===== src/rtl/ivt_pkg.sv =====
package ivt_pkg;
  // control register bit positions
  localparam int CTL_HALT    = 0;
  localparam int CTL_IVL     = 1;
  localparam int CTL_DOWN    = 2;
  localparam int CTL_RESTART = 3;

  // word addresses; match i sits at A_MATCH0+i, status and enable follow
  localparam int A_CTRL     = 0;
  localparam int A_VALUE    = 1;
  localparam int A_INTERVAL = 2;
  localparam int A_MATCH0   = 3;

  typedef struct packed {
    logic down;
    logic ivl;
    logic halt;
  } ctrl_t;
endpackage


===== src/rtl/ivt_regfile.sv =====
module ivt_regfile
  import ivt_pkg::*;
#(
  parameter int CNT_W   = 32,
  parameter int N_MATCH = 3,
  parameter int ADDR_W  = 3,
  parameter int ST_W    = 5
) (
  input  logic                            clk,
  input  logic                            rst_n,
  input  logic                            bus_sel,
  input  logic                            bus_wr,
  input  logic [ADDR_W-1:0]               bus_addr,
  input  logic [CNT_W-1:0]                bus_wdata,
  input  logic [CNT_W-1:0]                cnt_i,
  input  logic [ST_W-1:0]                 status_i,
  output ctrl_t                           ctrl_o,
  output logic [CNT_W-1:0]                interval_o,
  output logic [N_MATCH-1:0][CNT_W-1:0]   match_o,
  output logic [ST_W-1:0]                 enable_o,
  output logic                            restart_o,
  output logic                            rst_down_o,
  output logic                            rst_ivl_o,
  output logic                            rd_clr_o,
  output logic [CNT_W-1:0]                rdata_o
);
  localparam int ST_ADDR = A_MATCH0 + N_MATCH;
  localparam int EN_ADDR = ST_ADDR + 1;

  function automatic logic at(input logic [ADDR_W-1:0] a, input int idx);
    return a == ADDR_W'(idx);
  endfunction

  logic wr_en, rd_en;
  assign wr_en = bus_sel && bus_wr;
  assign rd_en = bus_sel && !bus_wr;

  ctrl_t            ctrl_q;
  logic [CNT_W-1:0] interval_q;
  logic [ST_W-1:0]  enable_q;
  logic [CNT_W-1:0] match_q [N_MATCH];

  always_ff @(posedge clk) begin
    if (!rst_n) begin
      ctrl_q     <= '0;
      interval_q <= '0;
      enable_q   <= '0;
    end else if (wr_en) begin
      if (at(bus_addr, A_CTRL)) begin
        ctrl_q.halt <= bus_wdata[CTL_HALT];
        ctrl_q.ivl  <= bus_wdata[CTL_IVL];
        ctrl_q.down <= bus_wdata[CTL_DOWN];
      end
      if (at(bus_addr, A_INTERVAL)) interval_q <= bus_wdata;
      if (at(bus_addr, EN_ADDR))    enable_q   <= bus_wdata[ST_W-1:0];
    end
  end

  for (genvar g = 0; g < N_MATCH; g++) begin : g_match
    always_ff @(posedge clk) begin
      if (!rst_n) match_q[g] <= '0;
      else if (wr_en && at(bus_addr, A_MATCH0 + g)) match_q[g] <= bus_wdata;
    end
    assign match_o[g] = match_q[g];
  end

  assign ctrl_o     = ctrl_q;
  assign interval_o = interval_q;
  assign enable_o   = enable_q;
  assign restart_o  = wr_en && at(bus_addr, A_CTRL) && bus_wdata[CTL_RESTART];
  assign rst_down_o = bus_wdata[CTL_DOWN];
  assign rst_ivl_o  = bus_wdata[CTL_IVL];
  assign rd_clr_o   = rd_en && at(bus_addr, ST_ADDR);

  always_comb begin
    rdata_o = '0;
    if (at(bus_addr, A_CTRL)) begin
      rdata_o[CTL_HALT] = ctrl_q.halt;
      rdata_o[CTL_IVL]  = ctrl_q.ivl;
      rdata_o[CTL_DOWN] = ctrl_q.down;
    end
    if (at(bus_addr, A_VALUE))    rdata_o = cnt_i;
    if (at(bus_addr, A_INTERVAL)) rdata_o = interval_q;
    for (int i = 0; i < N_MATCH; i++)
      if (at(bus_addr, A_MATCH0 + i)) rdata_o = match_q[i];
    if (at(bus_addr, ST_ADDR)) rdata_o[ST_W-1:0] = status_i;
    if (at(bus_addr, EN_ADDR)) rdata_o[ST_W-1:0] = enable_q;
  end
endmodule


===== src/rtl/ivt_counter.sv =====
module ivt_counter
  import ivt_pkg::*;
#(
  parameter int CNT_W   = 32,
  parameter int N_MATCH = 3
) (
  input  logic                          clk,
  input  logic                          rst_n,
  input  logic                          tick_en,
  input  ctrl_t                         ctrl_i,
  input  logic [CNT_W-1:0]              interval_i,
  input  logic [N_MATCH-1:0][CNT_W-1:0] match_i,
  input  logic                          restart_i,
  input  logic                          rst_down_i,
  input  logic                          rst_ivl_i,
  output logic [CNT_W-1:0]              cnt_o,
  output logic                          step_o,
  output logic                          wrap_o,
  output logic                          use_ivl_o,
  output logic [N_MATCH-1:0]            hit_o
);
  // highest legal value for the chosen mode
  function automatic logic [CNT_W-1:0] top_of(input logic ivl,
                                              input logic [CNT_W-1:0] n);
    return (ivl && n != '0) ? n - CNT_W'(1) : '1;
  endfunction

  // one step: {wrapped, next value}
  function automatic logic [CNT_W:0] step_of(input logic down,
                                             input logic [CNT_W-1:0] c,
                                             input logic [CNT_W-1:0] top);
    if (down) begin
      if (c == '0 || c > top) return {1'b1, top};
      return {1'b0, c - CNT_W'(1)};
    end
    if (c >= top) return {1'b1, {CNT_W{1'b0}}};
    return {1'b0, c + CNT_W'(1)};
  endfunction

  logic [CNT_W-1:0] cnt_q, nxt, top_run, top_rst;
  logic             wrap_raw;

  assign top_run          = top_of(ctrl_i.ivl, interval_i);
  assign top_rst          = top_of(rst_ivl_i, interval_i);
  assign {wrap_raw, nxt}  = step_of(ctrl_i.down, cnt_q, top_run);
  assign step_o           = tick_en && !ctrl_i.halt && !restart_i;
  assign wrap_o           = step_o && wrap_raw;
  assign use_ivl_o        = ctrl_i.ivl && interval_i != '0;
  assign cnt_o            = cnt_q;

  always_ff @(posedge clk) begin
    if (!rst_n)         cnt_q <= '0;
    else if (restart_i) cnt_q <= rst_down_i ? top_rst : '0;
    else if (step_o)    cnt_q <= nxt;
  end

  for (genvar g = 0; g < N_MATCH; g++) begin : g_hit
    assign hit_o[g] = step_o && (nxt == match_i[g]);
  end
endmodule


===== src/rtl/ivt_status.sv =====
module ivt_status #(
  parameter int N_MATCH = 3,
  parameter int ST_W    = 5
) (
  input  logic               clk,
  input  logic               rst_n,
  input  logic               wrap_i,
  input  logic               use_ivl_i,
  input  logic [N_MATCH-1:0] hit_i,
  input  logic               rd_clr_i,
  input  logic [ST_W-1:0]    enable_i,
  output logic [ST_W-1:0]    status_o,
  output logic [ST_W-1:0]    set_o,
  output logic               irq_o
);
  localparam int OVF_BIT = N_MATCH + 1;

  logic [ST_W-1:0] status_q;

  always_comb begin
    set_o          = '0;
    set_o[0]       = wrap_i && use_ivl_i;
    set_o[OVF_BIT] = wrap_i && !use_ivl_i;
    for (int i = 0; i < N_MATCH; i++) set_o[i+1] = hit_i[i];
  end

  always_ff @(posedge clk) begin
    if (!rst_n) status_q <= '0;
    else        status_q <= (rd_clr_i ? '0 : status_q) | set_o;
  end

  assign status_o = status_q;
  assign irq_o    = |(status_q & enable_i);
endmodule


===== src/rtl/ivl_timer.sv =====
module ivl_timer
  import ivt_pkg::*;
#(
  parameter int CNT_W   = 32,
  parameter int N_MATCH = 3,
  parameter int ADDR_W  = 3
) (
  input  logic              clk,
  input  logic              rst_n,
  input  logic              tick_en,
  input  logic              bus_sel,
  input  logic              bus_wr,
  input  logic [ADDR_W-1:0] bus_addr,
  input  logic [CNT_W-1:0]  bus_wdata,
  output logic [CNT_W-1:0]  bus_rdata,
  output logic              irq
);
  localparam int ST_W = N_MATCH + 2;

  ctrl_t                         ctrl_w;
  logic [CNT_W-1:0]              interval_w, cnt_w;
  logic [N_MATCH-1:0][CNT_W-1:0] match_w;
  logic [ST_W-1:0]               enable_w, status_w, set_w;
  logic                          restart_w, rst_down_w, rst_ivl_w, rd_clr_w;
  logic                          step_w, wrap_w, use_ivl_w, down_w;
  logic [N_MATCH-1:0]            hit_w;

  assign down_w = ctrl_w.down;

  ivt_regfile #(.CNT_W(CNT_W), .N_MATCH(N_MATCH), .ADDR_W(ADDR_W), .ST_W(ST_W)) u_regs (
    .clk(clk), .rst_n(rst_n), .bus_sel(bus_sel), .bus_wr(bus_wr),
    .bus_addr(bus_addr), .bus_wdata(bus_wdata), .cnt_i(cnt_w), .status_i(status_w),
    .ctrl_o(ctrl_w), .interval_o(interval_w), .match_o(match_w), .enable_o(enable_w),
    .restart_o(restart_w), .rst_down_o(rst_down_w), .rst_ivl_o(rst_ivl_w),
    .rd_clr_o(rd_clr_w), .rdata_o(bus_rdata)
  );

  ivt_counter #(.CNT_W(CNT_W), .N_MATCH(N_MATCH)) u_cnt (
    .clk(clk), .rst_n(rst_n), .tick_en(tick_en), .ctrl_i(ctrl_w),
    .interval_i(interval_w), .match_i(match_w), .restart_i(restart_w),
    .rst_down_i(rst_down_w), .rst_ivl_i(rst_ivl_w), .cnt_o(cnt_w),
    .step_o(step_w), .wrap_o(wrap_w), .use_ivl_o(use_ivl_w), .hit_o(hit_w)
  );

  ivt_status #(.N_MATCH(N_MATCH), .ST_W(ST_W)) u_st (
    .clk(clk), .rst_n(rst_n), .wrap_i(wrap_w), .use_ivl_i(use_ivl_w),
    .hit_i(hit_w), .rd_clr_i(rd_clr_w), .enable_i(enable_w),
    .status_o(status_w), .set_o(set_w), .irq_o(irq)
  );
endmodule


===== config.mk =====
export PLATFORM = sky130hd
export DESIGN_NAME = ivl_timer
export DESIGN_NICKNAME = d
export VERILOG_FILES = /design/src/rtl/ivt_pkg.sv /design/src/rtl/ivt_regfile.sv /design/src/rtl/ivt_counter.sv /design/src/rtl/ivt_status.sv /design/src/rtl/ivl_timer.sv
export SDC_FILE = /design/constraint.sdc
export NUM_CORES = 1
export LEC_CHECK = 0
export BUFFER_PORTS_ARGS = -buffer_cell sky130_fd_sc_hd__buf_2
export CAP_MARGIN = 20
export CORE_UTILIZATION = 55
export CTS_BUF_LIST = sky130_fd_sc_hd__clkbuf_4 sky130_fd_sc_hd__clkbuf_8
export CTS_CLUSTER_DIAMETER = 60
export CTS_CLUSTER_SIZE = 8
export DETAILED_ROUTE_END_ITERATION = 8
export PLACE_DENSITY_LB_ADDON = 0.15
export SYNTH_ARGS = -nofsm -noshare
export SYNTH_HDL_FRONTEND = slang
export SYNTH_SLANG_ARGS = --single-unit

===== constraint.sdc =====
create_clock -name clk -period 16.13 [get_ports clk]
set_input_delay 0.8065 -clock clk [delete_from_list [all_inputs] [get_ports clk]]
set_output_delay 0.8065 -clock clk [all_outputs]
set_load 0.03 [all_outputs]

After elaboration in Yosys (flattened, before gate mapping)
Memories as Yosys holds them, arrays and structs flattened.
Index checks and enable logic that the tools add are counted.
{"block": "op_classes", "magnitude_cmp": 2, "add_sub_neg": 3, "bitwise": 5, "n_eq_ne": 10, "n_mux": 38, "n_reduce_logical": 31}
{"op": "2-to-1 mux 32 bit", "count": 13}
{"op": "2-to-1 mux 33 bit", "count": 6}
{"op": "== test 32 bit", "count": 3}
{"op": "subtractor 32 x 1 -> 32 bit (second input constant)", "count": 2}
{"op": "adder 32 x 1 -> 32 bit (second input constant)", "count": 1}
{"op": ">= comparator 32 bit", "count": 1}
{"op": "> comparator 32 bit", "count": 1}
{"op": "zero test 32 bit", "count": 1}
{"op": "nonzero test 32 bit", "count": 1}
{"op": "logical AND 1 bit", "count": 18}
{"op": "2-to-1 mux 1 bit", "count": 15}
{"op": "2-to-1 mux 5 bit", "count": 3}
{"op": "== test 3 bit (second input constant)", "count": 4}
{"op": "== test 3 x 2 -> 1 bit (second input constant)", "count": 2}
{"op": "AND reduction 2 bit", "count": 3}
{"op": "AND 5 bit", "count": 1}
{"op": "bitwise OR 5 bit", "count": 1}
{"op": "OR reduction 5 bit", "count": 1}
{"op": "zero test 1 bit", "count": 4}
{"op": "== test 3 x 1 -> 1 bit (second input constant)", "count": 1}
{"op": "zero test 3 bit", "count": 1}
{"op": "2-to-1 mux 3 bit", "count": 1}
{"op": "bitwise OR 1 bit", "count": 3}
{"op": "nonzero test 2 bit", "count": 1}
{"op": "logical OR 1 bit", "count": 1}
{"block": "word_totals", "n_memories": 1, "mem_bits_rw": 96, "in_bits": 40, "output_inout_bits": 33, "register_bits": 77, "word_cells": 97}
{"name": "u_regs.match_q", "depth": 3, "word_bits": 32, "read_ports": 3, "rd_clocked_by_memory_dff": 0, "wr": 3, "line": "ivt_regfile.sv:41", "rtl": "logic [CNT_W-1:0] match_q [N_MATCH];"}

Depth between registers and ports, before layout
Gate-level depths: netlist of the first run.
{"block": "logic_depth", "word_depth": 15, "ltp_mapped": 24, "depth_no_buf": 20}

Cells and area by module
Synthesis of the first run repeated with hierarchy kept, for this count alone.
{"block": "hier_totals", "cells_unflattened": 1420, "area_unflattened_um2": 12741.0}
{"mod": "ivt_regfile", "seq_area_each_um2": 3683.5, "n_inst": 1, "cells_per_inst": 564, "area_each_um2": 6527.5}
{"mod": "ivt_counter", "seq_area_each_um2": 640.6, "n_inst": 1, "cells_per_inst": 833, "area_each_um2": 5988.2}
{"mod": "ivt_status", "seq_area_each_um2": 100.1, "n_inst": 1, "cells_per_inst": 23, "area_each_um2": 225.2}

Worst setup path after synthesis of the first run
Ideal clock, no wire load.
{"block": "synth_timing", "kind": "reg2reg", "start": "register u_regs.interval_q[8], in the netlist u_regs.interval_o[8]", "end": "register u_st.status_q[3], in the netlist u_st.status_o[3]", "required_time_ps": 16070, "stages_incl_launch_ff": 22, "setup_slack_ps": 10672, "arrival_ps": 5398, "path_cell_list": "dfxtp_1 > clkbuf_1 > nor4_1 > nand4_1 > nor2_1 > a21oi_1 > clkbuf_1 > nand2_1 > inv_1 > ha_1 > nand4_1 > a2111oi_0 > o31ai_1 > a31oi_1 > buf_2 > clkbuf_1 > a221oi_1 > xnor2_1 > a2111oi_0 > nand4_1 > nor3_1 > a32o_1"}
{"block": "synth_via", "elab_chain_cells": 15}
{"item": "start, declared", "line": "ivt_regfile.sv:39", "rtl": "logic [CNT_W-1:0] interval_q;"}
{"item": "start signal, assigned", "line": "ivt_regfile.sv:54", "rtl": "if (at(bus_addr, A_INTERVAL)) interval_q <= bus_wdata;"}
{"item": "branches (longest 2 deep; another with subtractor 32 x 1 -> 32 bit)"}
{"item": "2-to-1 mux 32 bit *", "line": "ivt_counter.sv:25", "rtl": "return (ivl && n != '0) ? n - CNT_W'(1) : '1;"}
{"item": "> comparator 32 bit", "line": "ivt_counter.sv:33", "rtl": "if (c == '0 || c > top) return {1'b1, top};"}
{"item": "logical OR 1 bit", "line": "ivt_counter.sv:33"}
{"item": "2-to-1 mux 1 bit", "line": "ivt_counter.sv:33"}
{"item": "2-to-1 mux 1 bit", "line": "ivt_counter.sv:32", "rtl": "if (down) begin"}
{"item": "2-to-1 mux 33 bit", "line": "ivt_counter.sv:34", "rtl": "return {1'b0, c - CNT_W'(1)};"}
{"item": "2-to-1 mux 33 bit", "line": "ivt_counter.sv:32"}
{"item": "2-to-1 mux 33 bit", "line": "ivt_counter.sv:36", "rtl": "if (c >= top) return {1'b1, {CNT_W{1'b0}}};"}
{"item": "2-to-1 mux 33 bit", "line": "ivt_counter.sv:37", "rtl": "return {1'b0, c + CNT_W'(1)};"}
{"item": "2-to-1 mux 33 bit *", "line": "ivt_counter.sv:36"}
{"item": "== test 32 bit *", "line": "ivt_counter.sv:58", "rtl": "assign hit_o[g] = step_o && (nxt == match_i[g]);"}
{"item": "logical AND 1 bit *", "line": "ivt_counter.sv:58"}
{"item": "bitwise OR 5 bit *", "line": "ivt_status.sv:29", "rtl": "else status_q <= (rd_clr_i ? '0 : status_q) | set_o;"}
{"item": "end signal, assigned", "line": "ivt_status.sv:29"}
{"item": "end, declared", "line": "ivt_status.sv:18", "rtl": "logic [ST_W-1:0] status_q;"}
Every way passes the cells marked *. The select of a mux whose other input is x is not followed.
A chain may end at the register's enable or synchronous reset.

Worst setup path in the final report of the first run
{"block": "layout_timing", "start": "register u_regs.interval_q[9], in the netlist u_regs.interval_o[9]", "end": "register u_st.status_q[2], in the netlist u_st.status_o[2]"}
Same word-level chain as after synthesis.

==> metrics.log, run 1 <==
INFO  metric crit_required = 16.54 ns
INFO  metric cts-root-buf = sky130_fd_sc_hd__clkbuf_8
INFO  metric postSynthAreaPerCell = 8.78 sq um
INFO  metric synth_sequential_area_ratio = 34.1%
INFO  metric setup_crit_start_kind = register
INFO  metric die_height = 156 um
INFO  metric num-fill-cells = 2,063
INFO  metric timing.critical_path.max_delay_family = simple AND/OR/NAND/NOR gates
INFO  metric hold_viol = 0
INFO  metric nets = 1,558
INFO  metric synth_fp_nets = 1,554
INFO  metric numCtsBuffers = 17
INFO  metric global_route.overflow_total = 0
INFO  metric cts_tree = done
INFO  metric num_rows = 55
INFO  metric worst_hold_slack = 0.539 ns
INFO  metric max_slew.worst_pin.slew = 1.15 ns
INFO  metric end_kind = register
INFO  metric placeableCoreArea = 22,900 sq um
INFO  metric floorplan.die_area = 24,200 sq um
INFO  metric hpwlAfterDp = 37,400 um
INFO  metric critPathSlowestCell = sky130_fd_sc_hd__a2111oi_0
INFO  metric post_synth_main_area_contributors = sky130_fd_sc_hd__edfxtp_1 22%, sky130_fd_sc_hd__dfxtp_1 12%, sky130_fd_sc_hd__and2_1 6.1%, sky130_fd_sc_hd__xnor2_1 6.0%, sky130_fd_sc_hd__xor2_1 5.0%
INFO  metric synth_largest_type_area_fraction = 22.2%
INFO  metric netlist.top_cell.by_area = sky130_fd_sc_hd__edfxtp_1
INFO  metric die_x = 156 um
INFO  metric final_core_utilization = 61.0%
INFO  metric antenna_left = 0
INFO  metric clkSinkCount = 173
INFO  metric globalRouteTotalUtil = 42.3%
INFO  metric hold_path_class = reg -> reg
INFO  metric finalMaxSlewViolations = 0
INFO  metric wire_length_after_detailed_routing = 50,200 um
INFO  metric yosysUniqueCellTypes = 70
INFO  metric post-cts-setup-buffer-count = 0
INFO  metric rsz0062_at_grt = no
INFO  metric yosys_most_used_dff = sky130_fd_sc_hd__edfxtp_1
INFO  metric timing.critical_path.arrival = 8.05 ns
INFO  metric worst_path_largest_cell_delay = 0.85 ns
INFO  metric avgRoutedWirePerCell = 27.7 um
INFO  metric synthToLayoutAreaGrowth = 7.75%
INFO  metric ctsHtreeMaxLevel = 4
INFO  metric routed_via_density = 6.83
INFO  metric drive_above_1_share = 13.6%
INFO  metric num_vias = 12,400
INFO  metric cts_resized = 0
INFO  metric ios = 73
INFO  metric portBuffers = 72
INFO  metric drcViolationCount = 0
INFO  metric post_synth_instance_area = 13,000 sq um
INFO  metric worst_skew_pair.late_latency = 0.48 ns
INFO  metric floorplan.initialDensity = 56.6%
INFO  metric postSynthCellCount = 1,479
INFO  metric timing.final.crit_share = 47.4%
INFO  metric cap_viol_max_count = 0
INFO  metric most_common_cell_type_on_the_critical_path = sky130_fd_sc_hd__nand4_1
INFO  metric ys_ff_latch = 173
INFO  metric cp.buffers_inverters = 2
INFO  metric finalSetupViolCount = 0
INFO  metric status = finished, final reports clean
INFO  metric grt_first_pass_wirelength = 75,000 um
INFO  metric ctsHoldBuffers = 0
INFO  metric place.gp.congestion = 1.01
INFO  metric worst_clock_skew = 0.0213 ns
INFO  metric final_common_cell = sky130_fd_sc_hd__nand2_1
INFO  metric ir_drop = 63.1 uV
INFO  metric number_of_antenna_violations_at_the_first_check_in_global_routing = 2
INFO  metric fmaxAchievable = 0.131 GHz
INFO  metric drt-initial-drc-count = 1,603
INFO  metric final.setup.tns = 0 ns
INFO  metric power_leakage = 5.36 nW
INFO  metric mostFrequentLayoutCells = 145 x sky130_fd_sc_hd__nand2_1, 127 x sky130_fd_sc_hd__and2_1, 96 x sky130_fd_sc_hd__edfxtp_1
INFO  metric fin_total_pwr = 1.10 mW
INFO  metric multi_input_area = 8080 sq um
INFO  metric synth_warnings = 0
INFO  metric power-per-cell-area = 78.9 nW/um^2
INFO  metric grt_max_degree = 86
INFO  metric clk_path_buf_depth = 2
INFO  metric synth_edf_count = 96
INFO  metric firstDrtPassIters = 6
INFO  metric clkSlewWorstSetupHoldPaths = 0.10 ns
INFO  metric highest_net_fanout_along_the_worst_path = 18
INFO  metric async_reset_ff_share = 0%
INFO  metric cp_cell_sequence = nor4_1 > nand4_1 > nor2_1 > a21oi_1 > buf_4 > nand2_1 > inv_1 > ha_1 > nand4_1 > a2111oi_0 > o31a_1 > nor3_2 > a221oi_2 > xnor2_1 > nor4_1 > nand4_1 > or4_1 > o21ai_1
INFO  metric crit_type = reg -> reg
INFO  metric timing.slew.headroom = 23.1%
INFO  metric final-seq-area = 4420 sq um
INFO  metric first_global_vias = 11,600
INFO  metric shortest_clock_period_the_worst_path_allows_after_layout = 7.64 ns
worst reg2reg max path, stage by stage (launching register included):
cell	delay [ns]
sky130_fd_sc_hd__dfxtp_1	0.40
sky130_fd_sc_hd__nor4_1	0.73
sky130_fd_sc_hd__nand4_1	0.58
sky130_fd_sc_hd__nor2_1	0.47
sky130_fd_sc_hd__a21oi_1	0.13
sky130_fd_sc_hd__buf_4	0.22
sky130_fd_sc_hd__nand2_1	0.13
sky130_fd_sc_hd__inv_1	0.07
sky130_fd_sc_hd__ha_1	0.31
sky130_fd_sc_hd__nand4_1	0.24
sky130_fd_sc_hd__a2111oi_0	0.85
sky130_fd_sc_hd__o31a_1	0.71
sky130_fd_sc_hd__nor3_2	0.30
sky130_fd_sc_hd__a221oi_2	0.74
sky130_fd_sc_hd__xnor2_1	0.22
sky130_fd_sc_hd__nor4_1	0.60
sky130_fd_sc_hd__nand4_1	0.20
sky130_fd_sc_hd__or4_1	0.54
sky130_fd_sc_hd__o21ai_1	0.13
flip-flops by register name, indices dropped and copies added (netlist names):
name	count
u_regs.match_q	96
u_cnt.cnt_o	32
u_regs.interval_o	32
u_st.status_o	5
u_regs.ctrl_o	3
u_regs.enable_o	5
where the power goes:
group | internal [mW] | leakage (nW) | switching [mW]
clock | 0.133 | 0.210 | 0.186
sequential | 0.483 | 1.54 | 0.0272
combinational | 0.0923 | 3.61 | 0.182
total | 0.709 | 5.36 | 0.395
synth_stat cells (all sizes together), types with 31 or more instances:
cell and count:
nand2 145, and2 127, edfxtp 96, clkbuf 95
xnor2 89, dfxtp 77, xor2 74, nor2 69
a21oi 68, nor4 55, nor3 41, nand3 40
o21ai 39, mux2i 36, ha 35, inv 35
a21boi 33, mux2 32, a22oi 31, o22ai 31
final timing paths:
path	startpoint	endpoint	slack (ns)	cells past startpoint
worst max register to register	u_regs.interval_o[9]	u_st.status_o[2]	8.49	18
worst max-delay path	u_regs.interval_o[9]	u_st.status_o[2]	8.49	18
worst min-delay path	u_regs.interval_o[6]	u_regs.interval_o[6]	0.54	2
worst min register to register	u_regs.interval_o[6]	u_regs.interval_o[6]	0.54	2
per-layer routing:
layer / track usage [%] / wire (um) / up-vias
met3: 9.36 / 6100 / 133
met2: 63.0 / 21700 / 909
li1: - / - / 5425
met5: 0 / 0 / -
met1: 59.3 / 20300 / 5891
met4: 17.5 / 2120 / 0
through the flow:
stage                     setup WS [ns]  cell area (sq um)  cells
after floorplan                   10.67              13000   1479
final                              8.49              14000   1810
after CTS                          8.83              14000   1809
after global routing               7.89              14000   1809
after detailed placement           8.91              13600   1777
after global placement             9.07              13600   1777
area by class of cell:
class,count,area share [%]
inverter,35,0.939
sequential,173,31.6
clock inverter,14,1.23
timing repair buffer,96,3.88
tap,313,2.80
multi-input combinational,1160,57.8
antenna,1,0.0179
clock buffer,18,1.73
cell families (layout without fill, tap and decap cells):
| group | after synthesis | after routing | synth area share, % |
|---|---|---|---|
| buffers and inverters | 146 | 163 | 4.35 |
| muxes | 76 | 76 | 6.94 |
| and+or+nand+nor | 585 | 585 | 23.8 |
| other | 0 | 1 | 0 |
| DFF | 173 | 173 | 34.1 |
| xor gates and xnor gates | 163 | 163 | 11.0 |
| adders and majority gates | 35 | 35 | 3.37 |
| AOI/OAI and AO/OA | 301 | 301 | 16.4 |
Power figures use the tool's default switching activity.
==> inputs of run 2 (changes only) <==
==> constraint.sdc (replaced) <==
create_clock -name clk -period 6.2 [get_ports clk]
set_input_delay 0.31 -clock clk [delete_from_list [all_inputs] [get_ports clk]]
set_output_delay 0.31 -clock clk [all_outputs]
set_load 0.03 [all_outputs]
==> metrics.log, run 2 (synthesis results as in run 1) <==
INFO  metric status = finished, final reports clean (unchanged)
INFO  metric power_leakage = 5.76 nW (was 5.36 nW)
INFO  metric first_global_vias = 11,900 (was 11,600)
INFO  metric final_common_cell = sky130_fd_sc_hd__nand2_1 (unchanged)
INFO  metric timing.slew.headroom = 24.5% (was 23.1%)
INFO  metric portBuffers = 72 (unchanged)
INFO  metric fin_total_pwr = 2.88 mW (was 1.10 mW)
INFO  metric routed_via_density = 6.79 (was 6.83)
INFO  metric die_x = 156 um (unchanged)
INFO  metric global_route.overflow_total = 0 (unchanged)
INFO  metric firstDrtPassIters = 6 (unchanged)
INFO  metric ctsHoldBuffers = 0 (unchanged)
INFO  metric cts_tree = done (unchanged)
INFO  metric fmaxAchievable = 0.169 GHz (was 0.131 GHz)
INFO  metric drcViolationCount = 0 (unchanged)
INFO  metric rsz0062_at_grt = no (unchanged)
INFO  metric placeableCoreArea = 22,900 sq um (unchanged)
INFO  metric cts_resized = 0 (unchanged)
INFO  metric finalSetupViolCount = 0 (unchanged)
INFO  metric cap_viol_max_count = 0 (unchanged)
INFO  metric drive_above_1_share = 18.5% (was 13.6%)
INFO  metric num_rows = 55 (unchanged)
INFO  metric floorplan.initialDensity = 56.6% (unchanged)
INFO  metric max_slew.worst_pin.slew = 1.13 ns (was 1.15 ns)
INFO  metric hpwlAfterDp = 39,100 um (was 37,400 um)
INFO  metric place.gp.congestion = 1.16 (was 1.01)
INFO  metric largest-register = u_regs.match_q (unchanged)
INFO  metric power-per-cell-area = 197 nW/um^2 (was 78.9 nW/um^2)
INFO  metric setup_crit_start_kind = register (unchanged)
INFO  metric die_height = 156 um (unchanged)
INFO  metric worst_path_setup_slack_after_routing = 0.286 ns (was 8.49 ns)
INFO  metric floorplan.die_area = 24,200 sq um (unchanged)
INFO  metric num_vias = 12,800 (was 12,400)
INFO  metric number_of_antenna_violations_at_the_first_check_in_global_routing = 1 (was 2)
INFO  metric drt-initial-drc-count = 1,852 (was 1,603)
INFO  metric avgRoutedWirePerCell = 27.8 um (was 27.7 um)
INFO  metric place_ws = 0.316 ns (was 8.91 ns)
INFO  metric highest_net_fanout_along_the_worst_path = 8 (was 18)
INFO  metric antenna_left = 0 (unchanged)
INFO  metric cts-root-buf = sky130_fd_sc_hd__clkbuf_8 (unchanged)
INFO  metric ctsHtreeMaxLevel = 4 (unchanged)
INFO  metric end_kind = register (unchanged)
INFO  metric grt_first_pass_wirelength = 77,400 um (was 75,000 um)
INFO  metric synthToLayoutAreaGrowth = 12.8% (was 7.75%)
INFO  metric numCtsBuffers = 17 (unchanged)
INFO  metric grt_max_degree = 48 (was 86)
INFO  metric wire_length_after_detailed_routing = 52,500 um (was 50,200 um)
INFO  metric timing.final.crit_share = 95.4% (was 47.4%)
INFO  metric worst_clock_skew = 0.0150 ns (was 0.0213 ns)
INFO  metric num-fill-cells = 1,988 (was 2,063)
INFO  metric hold_path_class = in -> reg (was reg -> reg)
INFO  metric mostFrequentLayoutCells = 145 x sky130_fd_sc_hd__nand2_1, 127 x sky130_fd_sc_hd__and2_1, 106 x sky130_fd_sc_hd__buf_4 (was 145 x sky130_fd_sc_hd__nand2_1, 127 x sky130_fd_sc_hd__and2_1, 96 x sky130_fd_sc_hd__edfxtp_1)
INFO  metric finalMaxSlewViolations = 0 (unchanged)
INFO  metric nets = 1,640 (was 1,558)
INFO  metric clkSinkCount = 173 (unchanged)
INFO  metric final.setup.tns = 0 ns (unchanged)
INFO  metric hold_viol = 0 (unchanged)
INFO  metric clkSlewWorstSetupHoldPaths = 0.11 ns (was 0.10 ns)
INFO  metric post-cts-setup-buffer-count = 0 (unchanged)
INFO  metric globalRouteTotalUtil = 43.8% (was 42.3%)
INFO  metric worst_skew_pair.late_latency = 0.48 ns (about the same)
INFO  metric ir_drop = 180 uV (was 63.1 uV)
INFO  metric largest_register_ffs = 96 (unchanged)
INFO  metric timing.critical_path.arrival = 6.32 ns (was 8.05 ns)
INFO  metric clk_path_buf_depth = 2 (unchanged)
INFO  metric crit_type = reg -> reg (unchanged)
INFO  metric crit_required = 6.61 ns (was 16.54 ns)
INFO  metric shortest_clock_period_the_worst_path_allows_after_layout = 5.91 ns (was 7.64 ns)
INFO  metric ios = 73 (unchanged)
## run 2: changes by cell type in the layout (fill, tap and decap cells not counted), sizes merged
cell      before  now
buf           96  178
clkinv         7    4
inv           41   44
clkinvlp       0    2
bufinv         1    0
clkbuf        18   17
## run 2: layout make-up
type                            count  area [sq um]  area share, %
Antenna cell                        1          2.50         0.0171
Clock buffer                       17           234           1.60
Clock inverter                     15           146           1.00
Inverter                           35           131          0.897
Multi-Input combinational cell   1160          8140           55.6
Sequential cell                   173          4420           30.2
Tap cell                          313           392           2.67
Timing Repair Buffer              178          1170           8.00
## run 2: path summary, 6_finish.rpt
check,slack (ns),to,cells after the start,startpoint
max,0.29,u_st.status_o[1],22,u_regs.interval_o[2]
min,0.09,u_regs.interval_o[30],3,bus_wdata[30]
min reg2reg,0.49,u_st.status_o[2],2,u_st.status_o[2]
max reg2reg,0.29,u_st.status_o[1],22,u_regs.interval_o[2]
## run 2: power by group
part           switching [mW]  internal (mW)
clock                   0.495          0.300
sequential             0.0596           1.26
combinational           0.490          0.278
total                    1.04           1.84
## run 2: critical path, cell delays in order (launching register included)
cell and delay [ns]:
sky130_fd_sc_hd__dfxtp_1 0.40, sky130_fd_sc_hd__nor4_1 0.41, sky130_fd_sc_hd__buf_4 0.19, sky130_fd_sc_hd__nand3_1 0.09
sky130_fd_sc_hd__buf_4 0.19, sky130_fd_sc_hd__nor4_1 0.26, sky130_fd_sc_hd__xnor2_1 0.24, sky130_fd_sc_hd__nand2_1 0.16
sky130_fd_sc_hd__inv_1 0.08, sky130_fd_sc_hd__ha_1 0.24, sky130_fd_sc_hd__a21oi_1 0.14, sky130_fd_sc_hd__o21a_1 0.19
sky130_fd_sc_hd__o221ai_1 0.19, sky130_fd_sc_hd__o31ai_1 0.58, sky130_fd_sc_hd__a31oi_4 0.29, sky130_fd_sc_hd__buf_4 0.26
sky130_fd_sc_hd__a221oi_2 0.51, sky130_fd_sc_hd__buf_4 0.23, sky130_fd_sc_hd__xor2_1 0.37, sky130_fd_sc_hd__nand4_1 0.14
sky130_fd_sc_hd__nor3_1 0.38, sky130_fd_sc_hd__nand3_1 0.14, sky130_fd_sc_hd__o21ai_1 0.15
## run 2: per-stage QoR
step,utilization (%),hold slack (ns),instances,area [sq um]
after global routing,63.9,0.0984,1891,14600
final,63.9,0.0889,1892,14600
after floorplan,-,0.447,1479,13000
after detailed placement,61.9,0.469,1859,14200
after global placement,61.9,0.462,1859,14200
after CTS,63.6,0.0800,1891,14600
## run 2: per-layer routing
layer  share of wire (%)  track usage, %  wire length (um)
met1                  40            61.6             20900
met2                  43            65.4             22500
met3                  13            8.22              6690
met4                 4.6            19.4              2420
met5                   0               0                 0
==> inputs of run 3 (changes only) <==
--- a/config.mk
+++ b/config.mk
@@ -7,6 +7,8 @@
 export LEC_CHECK = 0
 export BUFFER_PORTS_ARGS = -buffer_cell sky130_fd_sc_hd__buf_2
 export CAP_MARGIN = 20
+export CORE_ASPECT_RATIO = 0.7
+export CORE_MARGIN = 3
 export CORE_UTILIZATION = 55
 export CTS_BUF_LIST = sky130_fd_sc_hd__clkbuf_4 sky130_fd_sc_hd__clkbuf_8
 export CTS_CLUSTER_DIAMETER = 60
==> metrics.log, run 3 (synthesis results as in run 1) <==
INFO  metric highest_net_fanout_along_the_worst_path = 18 (was 8)
INFO  metric power_leakage = 5.69 nW (was 5.76 nW)
INFO  metric final_core_utilization = 63.7% (was 63.9%)
INFO  metric reg2reg_depth = 23 (was 22)
INFO  metric fmaxAchievable = 0.164 GHz (was 0.169 GHz)
INFO  metric first_global_vias = 11,600 (was 11,900)
INFO  metric critical_path.reg2reg.startpoint = u_regs.interval_o[0] (was u_regs.interval_o[2])
INFO  metric power-per-cell-area = 198 nW/um^2 (was 197 nW/um^2)
INFO  metric critPathSlowestCell = sky130_fd_sc_hd__or4_1 (was sky130_fd_sc_hd__o31ai_1)
INFO  metric grt_first_pass_wirelength = 77,500 um (was 77,400 um)
INFO  metric fin_total_pwr = 2.89 mW (was 2.88 mW)
INFO  metric numCtsBuffers = 17 (unchanged)
INFO  metric largest-register = u_regs.match_q (unchanged)
INFO  metric cts_tree = done (unchanged)
INFO  metric crit_required = 6.61 ns (about the same)
INFO  metric num-fill-cells = 2,004 (was 1,988)
INFO  metric global_route.overflow_total = 0 (unchanged)
INFO  metric firstDrtPassIters = 6 (unchanged)
INFO  metric hold_path.startpoint = bus_wdata[5] (was bus_wdata[30])
INFO  metric worst_skew_pair.late_latency = 0.50 ns (was 0.48 ns)
INFO  metric floorplan.initialDensity = 56.7% (was 56.6%)
INFO  metric post-route-cell-area = 14,600 sq um (about the same)
INFO  metric worst_clock_skew = 0.0237 ns (was 0.0150 ns)
INFO  metric mostFrequentLayoutCells = 145 x sky130_fd_sc_hd__nand2_1, 127 x sky130_fd_sc_hd__and2_1, 96 x sky130_fd_sc_hd__edfxtp_1 (was 145 x sky130_fd_sc_hd__nand2_1, 127 x sky130_fd_sc_hd__and2_1, 106 x sky130_fd_sc_hd__buf_4)
INFO  metric clkSlewWorstSetupHoldPaths = 0.12 ns (was 0.11 ns)
INFO  metric status = finished, final reports clean (unchanged)
INFO  metric hold_path_class = in -> reg (unchanged)
INFO  metric drive_above_1_share = 18.3% (was 18.5%)
INFO  metric ctsHtreeMaxLevel = 4 (unchanged)
INFO  metric largest_register_ffs = 96 (unchanged)
INFO  metric grt_max_degree = 46 (was 48)
INFO  metric crit_type = reg -> reg (unchanged)
INFO  metric timing.slew.headroom = 13.4% (was 24.5%)
INFO  metric clkSinkCount = 173 (unchanged)
INFO  metric hold_viol = 0 (unchanged)
INFO  metric cts-root-buf = sky130_fd_sc_hd__clkbuf_8 (unchanged)
INFO  metric place.gp.congestion = 1.07 (was 1.16)
INFO  metric synthToLayoutAreaGrowth = 12.4% (was 12.8%)
INFO  metric timing.critical_path.arrival = 6.50 ns (was 6.32 ns)
INFO  metric placeableCoreArea = 22,900 sq um (about the same)
INFO  metric num_vias = 12,900 (was 12,800)
INFO  metric setup_crit_start_kind = register (unchanged)
INFO  metric hpwlAfterDp = 40,400 um (was 39,100 um)
INFO  metric ios = 73 (unchanged)
INFO  metric cp-startpoint = u_regs.interval_o[0] (was u_regs.interval_o[2])
INFO  metric wire_length_after_detailed_routing = 53,500 um (was 52,500 um)
INFO  metric final_common_cell = sky130_fd_sc_hd__nand2_1 (unchanged)
INFO  metric cap_viol_max_count = 0 (unchanged)
INFO  metric finalSetupViolCount = 0 (unchanged)
INFO  metric max_slew.worst_pin.slew = 1.30 ns (was 1.13 ns)
INFO  metric die_height = 135 um (was 156 um)
INFO  metric shortest_clock_period_the_worst_path_allows_after_layout = 6.09 ns (was 5.91 ns)
INFO  metric portBuffers = 72 (unchanged)
INFO  metric die_x = 190 um (was 156 um)
INFO  metric ir_drop = 184 uV (was 180 uV)
INFO  metric drcViolationCount = 0 (unchanged)
INFO  metric detailed_place.area = 14,000 sq um (was 14,200 sq um)
INFO  metric globalRouteTotalUtil = 41.2% (was 43.8%)
INFO  metric routed_via_density = 6.86 (was 6.79)
INFO  metric avgRoutedWirePerCell = 28.5 um (was 27.8 um)
INFO  metric clk_path_buf_depth = 2 (unchanged)
INFO  metric hold_depth = 3 (unchanged)
INFO  metric timing.final.crit_share = 98.1% (was 95.4%)
INFO  metric nets = 1,623 (was 1,640)
INFO  metric num_rows = 46 (was 55)
INFO  metric antenna_left = 0 (unchanged)
INFO  metric cp_cell_sequence = inv_1 > ha_1 > nor4b_1 > nand4_1 > nor2_2 > a21oi_1 > buf_4 > nand2_1 > inv_1 > ha_1 > nand4_1 > nor4_1 > nand2_1 > a21boi_1 > buf_4 > nor4_1 > a221oi_2 > buf_4 > xnor2_1 > nor4_4 > nand4_1 > or4_1 > o21ai_1 (was nor4_1 > buf_4 > nand3_1 > buf_4 > nor4_1 > xnor2_1 > nand2_1 > inv_1 > ha_1 > a21oi_1 > o21a_1 > o221ai_1 > o31ai_1 > a31oi_4 > buf_4 > a221oi_2 > buf_4 > xor2_1 > nand4_1 > nor3_1 > nand3_1 > o21ai_1)
INFO  metric floorplan.die_area = 25,500 sq um (was 24,200 sq um)
INFO  metric worst_path_largest_cell_delay = 0.56 ns (was 0.58 ns)
INFO  metric drt-initial-drc-count = 2,062 (was 1,852)
INFO  metric finalMaxSlewViolations = 0 (unchanged)
INFO  metric end_kind = register (unchanged)
INFO  metric number_of_antenna_violations_at_the_first_check_in_global_routing = 1 (unchanged)
## run 3: what timing repair did
action                                  CTS  global route
hold buffers                              0             0
endpoints found under the setup margin    1             3
endpoints found under the hold margin     0             0
setup buffers                             3             2
pin swaps                                 1             0
gates resized for setup                   4            20
## run 3: worst paths after layout
kind / end / slack, ns
hold reg to reg: u_regs.interval_o[0] / 0.55
setup reg to reg: u_st.status_o[2] / 0.11
hold / removal: u_regs.interval_o[5] / 0.08
setup / recovery: u_st.status_o[2] / 0.11
## run 3: layer usage
| layer | share of wire (%) | routed length, um | vias to the layer above | global-route usage [%] |
|---|---|---|---|---|
| met5 | 0.086 | 46 | - | 0.962 |
| met4 | 2.7 | 1470 | 2 | 12.1 |
| met3 | 16 | 8680 | 98 | 14.3 |
| met2 | 38 | 20300 | 1046 | 52.7 |
| met1 | 43 | 23000 | 6158 | 64.0 |
| li1 | - | - | 5556 | - |
## run 3: worst max-delay path: cells and delay by family (launching register included)
family / cells / cell delay [ns]
flip-flops: 1 / 0.37
AO/OA/AOI/OAI: 4 / 0.49
XOR/XNOR: 1 / 0.20
adder cells (fa/ha/maj): 2 / 0.67
buffers and inverters: 5 / 0.80
AND/OR/NAND/NOR: 11 / 3.47
## run 3: area by class of cell
type                    count  area (sq um)  share of cell area, %
multi-input cells        1160          8220                   56.3
flip-flops and latches    173          4420                   30.3
repair buffers            161          1030                   7.09
well taps                 312           390                   2.67
clock buffers              18           248                   1.70
clock inverters            14           144                  0.986
inverters                  35           131                  0.900
diodes                      1          2.50                 0.0171
## run 3: where the power goes
group / internal (mW) / switching, mW / total [mW]
registers: 1.26 / 0.0684 / 1.33
clock network: 0.310 / 0.499 / 0.809
logic: 0.262 / 0.493 / 0.755
## run 3: stage by stage
step                      std cells  setup slack, ns  TNS (ns)  hold slack, ns
after floorplan                1479            0.742         0           0.447
after global placement         1836           -0.304    -0.304           0.502
after detailed placement       1836           -0.408    -0.408           0.515
after CTS                      1871           0.0514         0          0.0504
after global routing           1873         -0.00714  -0.00714          0.0693
final                          1874            0.115         0          0.0810
